--- config.mk ---
export PLATFORM = sky130hd
export DESIGN_NAME = sdr_cmd_front
export DESIGN_NICKNAME = d
export VERILOG_FILES = /design/src/rtl/sdr_front_pkg.sv /design/src/rtl/sdr_pin_decode.sv /design/src/rtl/sdr_clk_gate.sv /design/src/rtl/sdr_bank_slot.sv /design/src/rtl/sdr_cmd_front.sv
export SDC_FILE = /design/constraint.sdc
export NUM_CORES = 1
export LEC_CHECK = 0
export ABC_AREA = 0
export BUFFER_PORTS_ARGS = -buffer_cell sky130_fd_sc_hd__buf_4
export CELL_PAD_IN_SITES_DETAIL_PLACEMENT = 0
export CELL_PAD_IN_SITES_GLOBAL_PLACEMENT = 1
export CORE_ASPECT_RATIO = 1.75
export CORE_MARGIN = 4
export CORE_UTILIZATION = 42
export DETAILED_ROUTE_END_ITERATION = 7
export PLACE_DENSITY = 0.87
export SYNTH_ARGS = -nofsm -noshare
export SYNTH_HDL_FRONTEND = slang
export SYNTH_HIERARCHICAL = 1
export SYNTH_SLANG_ARGS = --single-unit
--- constraint.sdc ---
create_clock -name clk -period 2.7 [get_ports clk]
set_clock_uncertainty 0.15 [all_clocks]
set_input_delay 0.405 -clock clk [delete_from_list [all_inputs] [get_ports clk]]
set_output_delay 0.405 -clock clk [all_outputs]
set_load 0.1 [all_outputs]
--- src/rtl/sdr_front_pkg.sv ---
package sdr_front_pkg;
  typedef enum logic [2:0] {
    CMD_NOP,
    CMD_ACT,
    CMD_READ,
    CMD_WRITE,
    CMD_PRE,
    CMD_REF,
    CMD_MRS
  } sdr_cmd_e;
endpackage

--- src/rtl/sdr_pin_decode.sv ---
module sdr_pin_decode
  import sdr_front_pkg::*;
(
  input  logic     cs_n,
  input  logic     ras_n,
  input  logic     cas_n,
  input  logic     we_n,
  output sdr_cmd_e cmd
);
  always_comb begin
    cmd = CMD_NOP;
    if (!cs_n) begin
      unique case ({ras_n, cas_n, we_n})
        3'b011:  cmd = CMD_ACT;
        3'b101:  cmd = CMD_READ;
        3'b100:  cmd = CMD_WRITE;
        3'b010:  cmd = CMD_PRE;
        3'b001:  cmd = CMD_REF;
        3'b000:  cmd = CMD_MRS;
        default: cmd = CMD_NOP;
      endcase
    end
  end
endmodule

--- src/rtl/sdr_clk_gate.sv ---
module sdr_clk_gate (
  input  logic clk,
  input  logic rst_n,
  input  logic cke,
  input  logic ref_taken,
  output logic cke_q,
  output logic self_ref,
  output logic tick
);
  assign tick = cke_q & ~self_ref;

  always_ff @(posedge clk or negedge rst_n) begin
    if (!rst_n) begin
      cke_q    <= 1'b0;
      self_ref <= 1'b0;
    end else begin
      cke_q <= cke;
      if (self_ref) begin
        if (cke) self_ref <= 1'b0;
      end else if (ref_taken && !cke) begin
        self_ref <= 1'b1;
      end
    end
  end

  AST_SREF_HOLD: assert property (@(posedge clk) disable iff (!rst_n)
    (self_ref && !cke) |=> self_ref);
  AST_SREF_EXIT: assert property (@(posedge clk) disable iff (!rst_n)
    (self_ref && cke) |=> !self_ref);
endmodule

--- src/rtl/sdr_bank_slot.sv ---
module sdr_bank_slot #(
  parameter int ROW_W     = 11,
  parameter int BURST_LEN = 4
) (
  input  logic             clk,
  input  logic             rst_n,
  input  logic             tick,
  input  logic             do_act,
  input  logic             do_close,
  input  logic             do_rw,
  input  logic             rw_ap,
  input  logic [ROW_W-1:0] row_in,
  output logic             active,
  output logic [ROW_W-1:0] row
);
  localparam int CNT_W = $clog2(BURST_LEN + 1);
  localparam logic [CNT_W-1:0] CNT_LOAD = CNT_W'(BURST_LEN - 1);

  logic             pend;
  logic [CNT_W-1:0] cnt;

  always_ff @(posedge clk or negedge rst_n) begin
    if (!rst_n) begin
      active <= 1'b0;
      row    <= '0;
      pend   <= 1'b0;
      cnt    <= '0;
    end else if (tick) begin
      if (do_act) begin
        active <= 1'b1;
        row    <= row_in;
        pend   <= 1'b0;
      end else if (do_close) begin
        active <= 1'b0;
        pend   <= 1'b0;
      end else if (do_rw) begin
        pend <= rw_ap;
        cnt  <= CNT_LOAD;
      end else if (pend) begin
        if (cnt == '0) begin
          active <= 1'b0;
          pend   <= 1'b0;
        end else begin
          cnt <= cnt - 1'b1;
        end
      end
    end
  end

  AST_PEND_NEEDS_OPEN: assert property (@(posedge clk) disable iff (!rst_n)
    pend |-> active);
  AST_FROZEN_WHEN_GATED: assert property (@(posedge clk) disable iff (!rst_n)
    !tick |=> ($stable(active) && $stable(row)));
endmodule

--- src/rtl/sdr_cmd_front.sv ---
module sdr_cmd_front
  import sdr_front_pkg::*;
#(
  parameter int NBANK     = 2,
  parameter int ADDR_W    = 11,
  parameter int COL_W     = 8,
  parameter int BURST_LEN = 4,
  localparam int BA_W     = (NBANK > 1) ? $clog2(NBANK) : 1
) (
  input  logic                    clk,
  input  logic                    rst_n,
  input  logic                    cke,
  input  logic                    cs_n,
  input  logic                    ras_n,
  input  logic                    cas_n,
  input  logic                    we_n,
  input  logic [BA_W-1:0]         ba,
  input  logic [ADDR_W-1:0]       addr,
  output logic                    act_stb,
  output logic                    rd_stb,
  output logic                    wr_stb,
  output logic                    pre_stb,
  output logic                    aref_stb,
  output logic                    mrs_stb,
  output logic                    err_stb,
  output logic [BA_W-1:0]         cmd_bank,
  output logic [ADDR_W-1:0]       cmd_row,
  output logic [COL_W-1:0]        cmd_col,
  output logic                    cmd_ap,
  output logic                    pre_all,
  output logic [ADDR_W-1:0]       mode_val,
  output logic [NBANK-1:0]        bank_open,
  output logic [NBANK*ADDR_W-1:0] open_rows,
  output logic                    self_ref
);
  localparam int AP_BIT = ADDR_W - 1;

  sdr_cmd_e cmd;
  logic     tick, cke_q, ref_taken;
  logic     cur_open, is_rw, go_act, go_rw, go_err;

  sdr_pin_decode u_dec (
    .cs_n (cs_n),
    .ras_n(ras_n),
    .cas_n(cas_n),
    .we_n (we_n),
    .cmd  (cmd)
  );

  assign ref_taken = tick && (cmd == CMD_REF);

  sdr_clk_gate u_gate (
    .clk      (clk),
    .rst_n    (rst_n),
    .cke      (cke),
    .ref_taken(ref_taken),
    .cke_q    (cke_q),
    .self_ref (self_ref),
    .tick     (tick)
  );

  always_comb begin
    cur_open = bank_open[ba];
    is_rw    = (cmd == CMD_READ) || (cmd == CMD_WRITE);
    go_act   = tick && (cmd == CMD_ACT) && !cur_open;
    go_rw    = tick && is_rw && cur_open;
    go_err   = tick && (((cmd == CMD_ACT) && cur_open) || (is_rw && !cur_open));
  end

  for (genvar b = 0; b < NBANK; b++) begin : g_bank
    logic sel;
    assign sel = (ba == BA_W'(b));
    sdr_bank_slot #(
      .ROW_W    (ADDR_W),
      .BURST_LEN(BURST_LEN)
    ) u_slot (
      .clk     (clk),
      .rst_n   (rst_n),
      .tick    (tick),
      .do_act  (go_act && sel),
      .do_close((cmd == CMD_PRE) && (addr[AP_BIT] || sel)),
      .do_rw   (go_rw && sel),
      .rw_ap   (addr[AP_BIT]),
      .row_in  (addr),
      .active  (bank_open[b]),
      .row     (open_rows[b*ADDR_W +: ADDR_W])
    );
  end

  always_ff @(posedge clk or negedge rst_n) begin
    if (!rst_n) begin
      act_stb  <= 1'b0;
      rd_stb   <= 1'b0;
      wr_stb   <= 1'b0;
      pre_stb  <= 1'b0;
      aref_stb <= 1'b0;
      mrs_stb  <= 1'b0;
      err_stb  <= 1'b0;
      cmd_bank <= '0;
      cmd_row  <= '0;
      cmd_col  <= '0;
      cmd_ap   <= 1'b0;
      pre_all  <= 1'b0;
      mode_val <= '0;
    end else begin
      act_stb  <= go_act;
      rd_stb   <= go_rw && (cmd == CMD_READ);
      wr_stb   <= go_rw && (cmd == CMD_WRITE);
      pre_stb  <= tick && (cmd == CMD_PRE);
      aref_stb <= ref_taken && cke;
      mrs_stb  <= tick && (cmd == CMD_MRS);
      err_stb  <= go_err;
      if (tick && (cmd != CMD_NOP)) cmd_bank <= ba;
      if (go_act) cmd_row <= addr;
      if (go_rw) begin
        cmd_col <= addr[COL_W-1:0];
        cmd_ap  <= addr[AP_BIT];
      end
      if (tick && (cmd == CMD_PRE)) pre_all <= addr[AP_BIT];
      if (tick && (cmd == CMD_MRS)) mode_val <= addr;
    end
  end

  AST_ONE_STROBE: assert property (@(posedge clk) disable iff (!rst_n)
    $onehot0({act_stb, rd_stb, wr_stb, pre_stb, aref_stb, mrs_stb, err_stb}));
  AST_ACT_OPENS: assert property (@(posedge clk) disable iff (!rst_n)
    act_stb |-> (bank_open[cmd_bank] && (open_rows[cmd_bank*ADDR_W +: ADDR_W] == cmd_row)));
  AST_RW_ON_OPEN: assert property (@(posedge clk) disable iff (!rst_n)
    (rd_stb || wr_stb) |-> bank_open[cmd_bank]);
  AST_PREALL_CLOSES: assert property (@(posedge clk) disable iff (!rst_n)
    (pre_stb && pre_all) |-> (bank_open == '0));
  AST_GATED_QUIET: assert property (@(posedge clk) disable iff (!rst_n)
    !cke_q |=> !(act_stb || rd_stb || wr_stb || pre_stb || aref_stb || mrs_stb || err_stb));
  AST_SREF_NO_STROBE: assert property (@(posedge clk) disable iff (!rst_n)
    $rose(self_ref) |-> !aref_stb);
endmodule

* After elaboration in Yosys (flattened, before gate mapping)
Index checks and enable logic that the tools add are counted.
** Word-level totals
- Register bits :: 74
- Input bits :: 19
- Output and inout bits :: 65
** Operators by class
- Add/sub/neg operators :: 2
- $lt $le $gt $ge :: 1
- Equal/unequal tests :: 15
- Multiplexer cells :: 33
- Bitwise gates (word level) :: 7
- Reduce and logical (&&, ||, !) cells :: 43
** Operators with widths (number)
- $mux 1 :: 25
- $logic_and 1x1->1 :: 21
- $mux 3 :: 7
- $pmux 3 s6 :: 1
- $eq 3x3->1 const B :: 5
- $reduce_bool 3->1 :: 5
- $eq 3x2->1 const B :: 4
- $reduce_and 5->1 :: 2
- $logic_not 3->1 :: 3
- $reduce_and 4->1 :: 2
- $eq 3x1->1 const B :: 2
- $ne 3x1->1 const B :: 2
- $not 1->1 :: 6
- $sub 3x1->3 const B :: 2
- $logic_or 1x1->1 :: 4
- $ne 2x1->1 const B :: 2
- $reduce_and 2->1 :: 2
- $reduce_bool 2->1 :: 2
- $logic_not 1->1 :: 2
- $lt 1x2->1 const B :: 1
- $and 1x1->1 :: 1

* Longest topological paths before layout
Gate-level depths: netlist (run 1).
- Depth in word-level cells :: 11
- Mapped depth :: 8

* Hierarchy
The synthesis (run 1) kept the hierarchy.
** Modules (own cells, without submodules)
- sdr_cmd_front :: times used 1, cells each 105, area an instance 1639.1 sq um, seq. area each 1001.0 sq um
- sdr_bank_slot :: times used 2, cells each 51, area an instance 714.4 sq um, seq. area each 400.4 sq um
- sdr_clk_gate :: times used 1, cells each 4, area an instance 66.3 sq um, seq. area each 50.0 sq um
- sdr_pin_decode :: times used 1, cells each 5, area an instance 36.3 sq um, seq. area each 0.0 sq um

* Worst setup path before layout (run 1)
Ideal clock, no wire load.
- Kind :: reg2reg
- From :: reg u_gate.self_ref
- To :: reg g_bank[1].u_slot.cnt[2]
- Setup time :: 125 ps
- Arrival time :: 2717 ps
- Data required time :: 2425 ps
- Slack :: -292 ps
- Cell stages (with the launch flop) :: 8
- Period minus slack after synthesis :: 2992 ps
- Cells stage by stage :: dfrtp_1 nor2b_1 and4b_1 buf_6 buf_8 and2_2 o211ai_2 mux2_2
** On the way
- Word-level cells in the longest chain between the ends :: 7
- Elaborated cells between the ends (all ways) :: 13
** Ends and longest elaborated chain
- start, declared :: line sdr_clk_gate.sv:7 : output logic self_ref,
- start signal, assigned :: line sdr_clk_gate.sv:15 : self_ref <= 1'b0;
- start signal, assigned :: line sdr_clk_gate.sv:19 : if (cke) self_ref <= 1'b0;
- start signal, assigned :: line sdr_clk_gate.sv:21 : self_ref <= 1'b1;
- $not 1->1 * :: line sdr_clk_gate.sv:10 : assign tick = cke_q & ~self_ref;
- $and 1x1->1 * :: line sdr_clk_gate.sv:10
- net tick :: line sdr_cmd_front.sv:39 : logic tick, cke_q, ref_taken;
- $logic_and 1x1->1 (on tied branches) (2 in a row) :: line sdr_cmd_front.sv:66, sdr_cmd_front.sv:65
- $logic_and 1x1->1 (on tied branches) :: line sdr_cmd_front.sv:82, sdr_cmd_front.sv:80
- $ne 2x1->1 (no source line) (tied with other cells)
- $reduce_and 5->1 (no source line)
- end signal, assigned :: line sdr_bank_slot.sv:44 : cnt <= cnt - 1'b1;
- end, declared :: line sdr_bank_slot.sv:20 : logic [CNT_W-1:0] cnt;
Mark *: on every way through the listed nets, which the timed path passes. The rest lies on a longest branch.
A chain may end at the register's enable or synchronous reset.

* Worst setup path in the final report (run 1)
- From :: reg u_gate.self_ref
- To :: reg g_bank[1].u_slot.row[3]
** On the way
- Word-level cells in the longest chain between the ends :: 6
** Ends and longest elaborated chain
- $not 1->1 * :: line sdr_clk_gate.sv:10
- $and 1x1->1 * :: line sdr_clk_gate.sv:10
- net tick :: line sdr_cmd_front.sv:39
- $logic_and 1x1->1 (2 in a row) :: line sdr_cmd_front.sv:65 : go_act = tick && (cmd == CMD_ACT) && !cur_open;
- $logic_and 1x1->1 :: line sdr_cmd_front.sv:80 : .do_act (go_act && sel),
- $reduce_and 2->1 (no source line) *
- end signal, assigned :: line sdr_bank_slot.sv:31 : row <= row_in;
- end, declared :: line sdr_bank_slot.sv:14 : output logic [ROW_W-1:0] row
Marked as above.

==> results.md, run 1 <==
- Detail Route Antenna Nets: 0
- Crit path buf inv count: 1
- Worst Setup End Kind: register
- Avg Vias per Cell: 4.91
- Post-Syn Area per Cell: 14.7 µm²
- DR iter-0 viols: 78
- Mux contribution to synthesized area: between 20% and 30%
- Synth Area in XOR/XNOR: 0%
- # resized after CTS: 0
- CP max stage delay: 410 ps
- Die W: 73.7 µm
- First-pass GRT wire length: about 11000 µm
- Largest net degree at the start of global routing: between 60 and 70
- Synth Instances: 216
- Crit-path max FO: 12
- Adder-Cell Fraction of Synth Area: 1.58%
- Synthesis-stage register bit count: 74
- Required @ worst endpoint: between 2000 and 3000 ps
- DRC viols: 0
- Commonest cells in the netlist: 74 x dfrtp_1, 33 x mux2_4, 23 x mux2_2
- Vias: 1990
- Synth top area share: around three fifths
- WL per Instance: 17.3 µm
- Period utilization: 82.5%
- Post-synthesis simple-gate area fraction: around 8.1%
- Synth Area in Compound Gates: 3.24%
- Layout cells sized above 1: 53.3%
- Worst-path cell chain: nor2b_2, nand4bb_1, nor3b_1, nand2_1, buf_4, mux2_4
- Post-Syn Area: 3170 µm²
- Slew HR: 49.5%
- Initial Util: 43.5%
- Gpl congestion: 0.742
- Slew @ Worst Pin: between 700 and 800 ps
- EDFF count, synth: 0
- Tot Pwr: approximately 5.5 mW
- Pwr per Cell Area: 1290 nW/µm²
- Worst hold margin: -18.2 ps
- Most frequent cell after synthesis: dfrtp_1
- Core box area: 7280 µm²
- Largest family of logic cells by synthesized area: multiplexers
- Worst setup SP type: register
- Final core occ: 58.2%
- Hold buffers post-CTS: 0
- Area leader, netlist: dfrtp_1
- Initial antenna violation count: 0
- Nets: 337
- Die height: between 100 and 150 µm
- Setup bufs post-CTS: 0
- Worst-Skew Late Latency: approximately 320 ps
- Ys async rst share: between 90% and 100%
- Input/output buffers: 83
- Max-slew violation count: 0
- Routed WL: ~7000 µm
- N_diodes: 0
- H-tree depth: 3
- Seq/Total Area, Yosys: 58.4%
- Final setup viols: 0
- Minimum clock period after layout: 2230 ps
- Main synth FF type: dfrtp_1
- Core Rows: between 40 and 50
- HP Class: in -> async
- Die area: 9060 µm²
- Synth area leaders: dfrtp_1 58%, mux2_4 16%, mux2_2 8.2%, nor2b_1 2.0%, ha_1 1.6%
- Root buf cell: clkbuf_16
- Final hold vios: 7
- CTS tree: built
- Global Route Usage Sum: 16.4%
- Cell family with most CP delay: simple AND/OR/NAND/NOR gates
- Number of global-route vias before repair: 2129
- WS Path Type: reg -> reg
- Failing checks: hold timing
- Max Cap Violations: 0
- Setup TNS: 0 ps
- Worst VDD drop: between 0.5 and 0.6 mV
- YS warnings: 6
- Cell leakage power: 2.25 nW
- Synth cell types: 29
- Clock transition at path regs: roughly 50 ps
- RSZ-0062 raised after global routing: false
- Global route overflow: 0
- Number of iterations in the first detailed-routing pass: 3
- I/O pin count: 84
- Cts bufs inserted: 9
- Critical path arrival: roughly 2300 ps
- Total clock sinks: 74
- Max Freq: 449 MHz
- Area grow syn2layout: 33.8%
- Worst-case clock buffer depth: 2
- Status: complete, but fails checks
- DPL Wire Length: 5170 µm
- Synth Net Count: between 200 and 250
- Critical path's slowest cell: dfrtp_2
==> where the power goes <==
part	total (mW)	internal (mW)	switching, mW
Combinational	2.64	0.634	2.00
Sequential	1.55	1.39	0.166
Clock	1.27	0.860	0.413
==> final timing paths <==
path / start / to / slack, ps / depth (start not counted)
hold reg to reg: mode_val[7] / mode_val[7] / 360 / 1
max in group asynchronous: rst_n / cmd_row[5] / 1690 / 2
setup / recovery: u_gate/self_ref / g_bank[1].u_slot/row[3] / 470 / 6
hold / removal: rst_n / mode_val[6] / -20 / 1
setup reg to reg: u_gate/self_ref / g_bank[1].u_slot/row[3] / 470 / 6
min in group clk: cke / u_gate/cke_q / 50 / 1
==> flip-flops by register name (all words and copies together), names as in the netlist, 2 cells and up <==
register              flops
cmd_col                   8
g_bank.u_slot/active      2
g_bank.u_slot/row        22
g_bank.u_slot/pend        2
g_bank.u_slot/cnt         6
cmd_row                  11
mode_val                 11
==> cell usage in the layout, fill, tap and decap left out, types with 3 or more instances in the layout <==
master | netlist | routed
buf_4 | 0 | 93
clkbuf_1 | 0 | 3
clkbuf_16 | 0 | 9
dfrtp_1 | 74 | 71
dfrtp_2 | 0 | 3
ha_1 | 4 | 4
inv_1 | 11 | 11
mux2_2 | 23 | 23
mux2_4 | 33 | 33
mux2i_1 | 5 | 5
nand2_1 | 10 | 10
nor2_1 | 9 | 9
nor2b_1 | 10 | 9
nor3_1 | 4 | 4
nor3b_1 | 3 | 3
o21ai_0 | 5 | 5
==> per-stage QoR <==
step	area (µm²)	hold slack (ps)	std cells	setup WS [ps]
after global routing	4240	37.2	405	296
after detailed placement	3920	341	389	304
after global placement	3920	339	389	364
final	4240	-18.2	405	472
after CTS	4240	34.3	405	485
after floorplan	3180	-40.6	216	180
==> cells by family (layout without fill, tap and decap cells) <==
logic type | count (synthesis) | in the layout
simple gates | 46 | 46
buf+inv | 17 | 120
compound gates | 14 | 14
fa+ha+maj | 4 | 4
mux | 61 | 61
flops | 74 | 74
==> per-layer routing <==
metal,up-vias,global-route usage (%),share of wire (%)
met2,46,29.4,57
li1,942,-,-
met3,12,5.37,5.0
met5,-,0,0
met1,990,16.7,36
met4,0,7.48,2.5
==> layout make-up <==
type,count,area (µm²)
well taps,86,108
multi-input cells,125,1210
inverters,11,41.3
fillers,606,3040
clock buffers,14,264
repair buffers,93,698
flip-flops and latches,74,1860
clock inverters,2,60.1
No activity file was read; power rests on OpenSTA's default activity.
==> run 2: changes to the inputs <==
==> constraint.sdc (replaced) <==
create_clock -name clk -period 2.3 [get_ports clk]
set_clock_uncertainty 0.15 [all_clocks]
set_input_delay 0.345 -clock clk [delete_from_list [all_inputs] [get_ports clk]]
set_output_delay 0.345 -clock clk [all_outputs]
set_load 0.1 [all_outputs]
==> results.md, run 2 (synthesis gave the netlist of run 1 again) <==
- Gpl congestion: 0.755 (+1.8%)
- Detail Route Antenna Nets: 0 (unchanged)
- R2r worst-path depth: 5 (-1)
- Crit-path max FO: 6 (-6)
- H-tree depth: 3 (unchanged)
- DPL Wire Length: 5090 µm (-1.6%)
- Slew HR: 72.7% (+23 points)
- Routed WL: 7080 µm (+0.70%)
- Largest net degree at the start of global routing: 32 (-48%)
- Status: complete, no violations
- Largest registers: g_bank.u_slot/row (22), cmd_row (11), mode_val (11)
- Root buf cell: clkbuf_16
- DR iter-0 viols: 141 (+81%)
- Initial antenna violation count: 0 (unchanged)
- Input/output buffers: 83 (unchanged)
- Critical path launch point: g_bank[0].u_slot/active
- Cts bufs inserted: 9 (unchanged)
- Setup bufs post-CTS: 0 (unchanged)
- Flop pwr share: 28.8% (+0.4 points)
- Tot Pwr: 6.31 mW (+16%)
- Commonest non-fill, non-tap cells in the layout: 97 x buf_4, 71 x dfrtp_1, 34 x mux2_4
- Area post-placement: 3980 µm² (+1.7%)
- Worst Setup End Kind: register
- Global Route Usage Sum: 16.4% (about the same)
- Total clock sinks: 74 (unchanged)
- Max reg flops: 22 (unchanged)
- Placed Instances: 393 (+1.0%)
- WL per Instance: 17.3 µm (-0.53%)
- Reg with most FFs: g_bank.u_slot/row
- RSZ-0062 raised after global routing: false
- Clock power share: 21.6% (-1.7 points)
- CTS tree: built
- Psw: 3.06 mW (+18%)
- Worst hold margin: 127 ps (+145 ps)
- Core Rows: 41 (unchanged)
- Max-slew violation count: 0 (unchanged)
- Hold Path Cell Cnt: 2
- Max Cap Violations: 0 (unchanged)
- Design area: 4290 µm² (+1.2%)
- FILL cells: 605 (-0.17%)
- Layout cells sized above 1: 54.0% (+0.72 points)
- Final hold vios: 0 (-7)
- Global route overflow: 0 (unchanged)
- WS Path Type: reg -> reg
- Avg Vias per Cell: 4.99 (+1.6%)
- Worst VDD drop: 0.603 mV (+4.1%)
- DRC viols: 0 (unchanged)
- Nets: 343 (+1.8%)
- Cell leakage power: 2.27 nW (+0.92%)
- Required @ worst endpoint: 2360 ps (-390 ps)
- Worst R2R Start: g_bank[0].u_slot/active
- Core box area: 7280 µm² (unchanged)
- Die area: 9060 µm² (unchanged)
- Initial Util: 43.5% (unchanged)
- Pwr per Cell Area: 1470 nW/µm² (+14%)
- Worst-case clock buffer depth: 2 (unchanged)
- Final core occ: 58.9% (+0.67 points)
- Switching part of the total: 48.5% (+1.2 points)
- Comb power frac: 49.6% (+1.3 points)
- Worst setup SP type: register
- Final setup viols: 0 (unchanged)
- Number of global-route vias before repair: 2072 (-2.7%)
- Critical path arrival: 2140 ps (-140 ps)
- Internal power: 3.25 mW (+13%)
- Die height: 123 µm (unchanged)
- Period utilization: 90.2% (+7.7 points)
- Commonest non-fill, non-tap cell in the layout: buf_4
- Layout Cells excl Fill: 410 (+1.2%)
- Minimum clock period after layout: 2080 ps (-152 ps)
- Area grow syn2layout: 35.3%
- Max Freq: 482 MHz (+7.3%)
- # resized after CTS: 0 (unchanged)
- Worst-Skew Late Latency: 330 ps (about the same)
- Hold wc startpoint: addr[9]
- Clock transition at path regs: 50 ps (about the same)
- First-pass GRT wire length: 10900 µm (about the same)
- HP Class: in -> reg
- Vias: 2046 (+2.8%)
- Slew @ Worst Pin: 410 ps (-348 ps)
- I/O pin count: 84 (unchanged)
- Number of iterations in the first detailed-routing pass: 4 (+1)
- Die W: 73.7 µm (unchanged)
- N_diodes: 0 (unchanged)
-- run 2: what timing repair did --
action	in CTS	in global routing
hold buffers	2	0
endpoints found under the setup margin	0	0
endpoints found under the hold margin	29	0
-- run 2: final timing paths --
check                                          end  slack [ps]
min reg2reg                g_bank[0].u_slot/row[6]         350
min in group asynchronous              mode_val[5]         340
max in group asynchronous  g_bank[1].u_slot/row[5]        1050
max                        g_bank[1].u_slot/cnt[2]         220
max reg2reg                g_bank[1].u_slot/cnt[2]         220
min                        g_bank[1].u_slot/row[9]         130
-- run 2: worst max-delay path, cell delays in order, from the launching register on --
cell and delay, ps:
dfrtp_4 500, mux2_4 310, and4b_1 220, and2_4 200, o211ai_4 220, mux2_2 360
-- run 2: metal layers --
metal,wire length (µm),GRT usage (%),up-vias
li1,-,-,949
met1,2670,18.3,1033
met2,3910,28.1,56
met3,395,5.37,8
met4,104,6.92,0
met5,0,0,-
-- run 2: power by group through the flow --
stage	sequential, mW	combinational [mW]	clock, mW
floorplan	3.75	0.543	0
detailed placement	1.84	3.13	0
global route	1.85	3.23	1.45
global placement	1.83	3.10	0
CTS	1.82	3.15	1.40
finish	1.82	3.13	1.36
-- run 2: final cells by class --
type	count	area [µm²]	area share [%]
Sequential cell	74	1860	43.4
Multi-Input combinational cell	125	1240	29.0
Timing Repair Buffer	99	748	17.4
Clock buffer	12	246	5.75
Tap cell	86	108	2.51
Inverter	11	41.3	0.962
Clock inverter	3	40.0	0.933
-- run 2: metrics by stage --
| step | worst slack, ps | TNS, ps |
|---|---|---|
| 6_report | 224 | 0 |
| 5_1_grt | 149 | 0 |
| 4_1_cts | 220 | 0 |
| 3_5_place_dp | 67.2 | 0 |
| 3_3_place_gp | 119 | 0 |
| 2_1_floorplan | -107 | -174 |
==> run 3: changes to the inputs <==
==> constraint.sdc (replaced) <==
create_clock -name clk -period 2 [get_ports clk]
set_clock_uncertainty 0.15 [all_clocks]
set_input_delay 0.3 -clock clk [delete_from_list [all_inputs] [get_ports clk]]
set_output_delay 0.3 -clock clk [all_outputs]
set_load 0.1 [all_outputs]
==> results.md, run 3 (synthesis gave the netlist of run 1 again) <==
- Max reg flops: 22 (unchanged)
- Gpl congestion: 0.782 (+3.5%)
- Slew @ Worst Pin: 355 ps (-54.4 ps)
- RSZ-0062 raised after global routing: false
- Pwr per Cell Area: 1660 nW/µm² (+13%)
- Die area: 9060 µm² (unchanged)
- WS Path Type: reg -> reg
- Max Freq: 511 MHz (+6.1%)
- Critical path arrival: 2020 ps (-120 ps)
- First-pass GRT wire length: 11700 µm (+7.5%)
- Minimum clock period after layout: 1960 ps (-119 ps)
- Die W: 73.7 µm (unchanged)
- CTS tree: built
- HP Class: in -> reg
- Largest registers: g_bank.u_slot/row (22), cmd_row (11), mode_val (11)
- Core box area: 7280 µm² (unchanged)
- Placed Instances: 403 (+2.5%)
- Worst-case clock buffer depth: 2 (unchanged)
- Reg-to-Reg End: g_bank[0].u_slot/cnt[2]
- Routed WL: 7300 µm (+3.1%)
- DRC viols: 0 (unchanged)
- Slew HR: 76.3% (+3.6 points)
- Global route overflow: 0 (unchanged)
- Crit-path max FO: 3 (-3)
- Avg Vias per Cell: 4.97 (-0.38%)
- Largest net degree at the start of global routing: 28 (-13%)
- Commonest non-fill, non-tap cells in the layout: 106 x buf_4, 71 x dfrtp_1, 34 x mux2_4
- Nets: 353 (+2.9%)
- Max Cap Violations: 0 (unchanged)
- Initial antenna violation count: 0 (unchanged)
- DR iter-0 viols: 99 (-30%)
- Number of global-route vias before repair: 2270 (+9.6%)
- Reg with most FFs: g_bank.u_slot/row
- Cts bufs inserted: 9 (unchanged)
- Worst R2R Start: g_bank[0].u_slot/active
- DPL Wire Length: 5370 µm (+5.4%)
- Layout Cells excl Fill: 421 (+2.7%)
- R2r worst-path depth: 5 (unchanged)
- Critical path launch point: g_bank[0].u_slot/active
- WL per Instance: 17.3 µm (+0.42%)
- Period utilization: 97.8% (+7.6 points)
- Final setup viols: 0 (unchanged)
- Required @ worst endpoint: 2060 ps (-300 ps)
- H-tree depth: 3 (unchanged)
- Worst hold margin: 80.9 ps (-46.4 ps)
- Cell leakage power: 2.34 nW (+3.0%)
- R2r setup slk: 40 ps (-180 ps)
- Commonest non-fill, non-tap cell in the layout: buf_4
- FILL cells: 581 (-4.0%)
- N_diodes: 0 (unchanged)
- Input/output buffers: 83 (unchanged)
- Status: complete, no violations
- Worst Setup EP: g_bank[0].u_slot/cnt[2]
- Worst setup SP type: register
- Setup TNS: 0 ps (unchanged)
- Root buf cell: clkbuf_16
- Total clock sinks: 74 (unchanged)
- Max-slew violation count: 0 (unchanged)
- Worst VDD drop: 0.652 mV (+8.0%)
- Number of iterations in the first detailed-routing pass: 4 (unchanged)
- Global Route Usage Sum: 17.5% (+1.1 points)
- Die height: 123 µm (unchanged)
- Initial Util: 43.5% (unchanged)
- Vias: 2093 (+2.3%)
- Clock transition at path regs: 60 ps (about the same)
- Layout cells sized above 1: 57.3% (+3.3 points)
- Worst-Skew Late Latency: 330 ps (about the same)
- Worst Setup End Kind: register
- Area grow syn2layout: 39.7%
- Final hold vios: 0 (unchanged)
- Core Rows: 41 (unchanged)
- Detail Route Antenna Nets: 0 (unchanged)
- I/O pin count: 84 (unchanged)
-- run 3: per-stage QoR --
step	cell area (µm²)	setup slack [ps]	total power [mW]	util, %
3_3_place_gp	4080	-133	5.70	56.0
5_1_grt	4430	9.62	7.63	60.8
2_1_floorplan	3220	-406	4.94	-
3_5_place_dp	4080	-162	5.75	56.0
6_report	4430	43.4	7.34	60.8
4_1_cts	4430	41.1	7.41	60.8
-- run 3: worst max-delay path, cell delays in order, from the launching register on --
cell	delay (ps)
dfrtp_4	480
mux2_4	280
and4b_1	210
and2b_2	230
o211ai_4	170
mux2_4	310
-- run 3: layer usage --
layer | share of wire (%) | up-vias | GRT usage (%) | routed length [µm]
met5 | 0 | - | 0 | 0
li1 | - | 976 | - | -
met4 | 2.2 | 0 | 7.03 | 159
met1 | 37 | 1051 | 19.0 | 2730
met2 | 55 | 51 | 31.0 | 4000
met3 | 5.5 | 15 | 5.53 | 404
-- run 3: worst min-delay path by stage --
stage                  from                      end  slack, ps  cells past startpoint
detailed placement    rst_n  g_bank[0].u_slot/active         90                      1
CTS                 addr[8]  g_bank[1].u_slot/row[8]         70                      2
global placement      rst_n  g_bank[0].u_slot/active         80                      1
floorplan             rst_n                  act_stb       -150                      0
global route        addr[8]  g_bank[1].u_slot/row[8]         80                      2
finish              addr[8]  g_bank[1].u_slot/row[8]         80                      2
-- run 3: layout make-up --
cell class / count / area [µm²] / share of cell area [%]
tap: 86 / 108 / 2.43
inverter: 11 / 41.3 / 0.932
timing repair buffer: 109 / 836 / 18.9
clock buffer: 11 / 253 / 5.71
multi-input combinational: 125 / 1270 / 28.8
sequential: 74 / 1860 / 42.1
clock inverter: 5 / 52.6 / 1.19
-- run 3: power breakdown --
part           switching [mW]  internal [mW]  leakage [nW]
Clock                   0.592           1.03         0.151
Sequential              0.215           1.87         0.942
Combinational            2.73          0.899          1.25
-- run 3: timing repair --
action | in CTS | in global routing
gates resized for setup | 2 | 0
hold endpoints to repair | 25 | 0
hold buffers | 2 | 0
endpoints found under the setup margin | 5 | 0
buffers inserted | 0 | 0
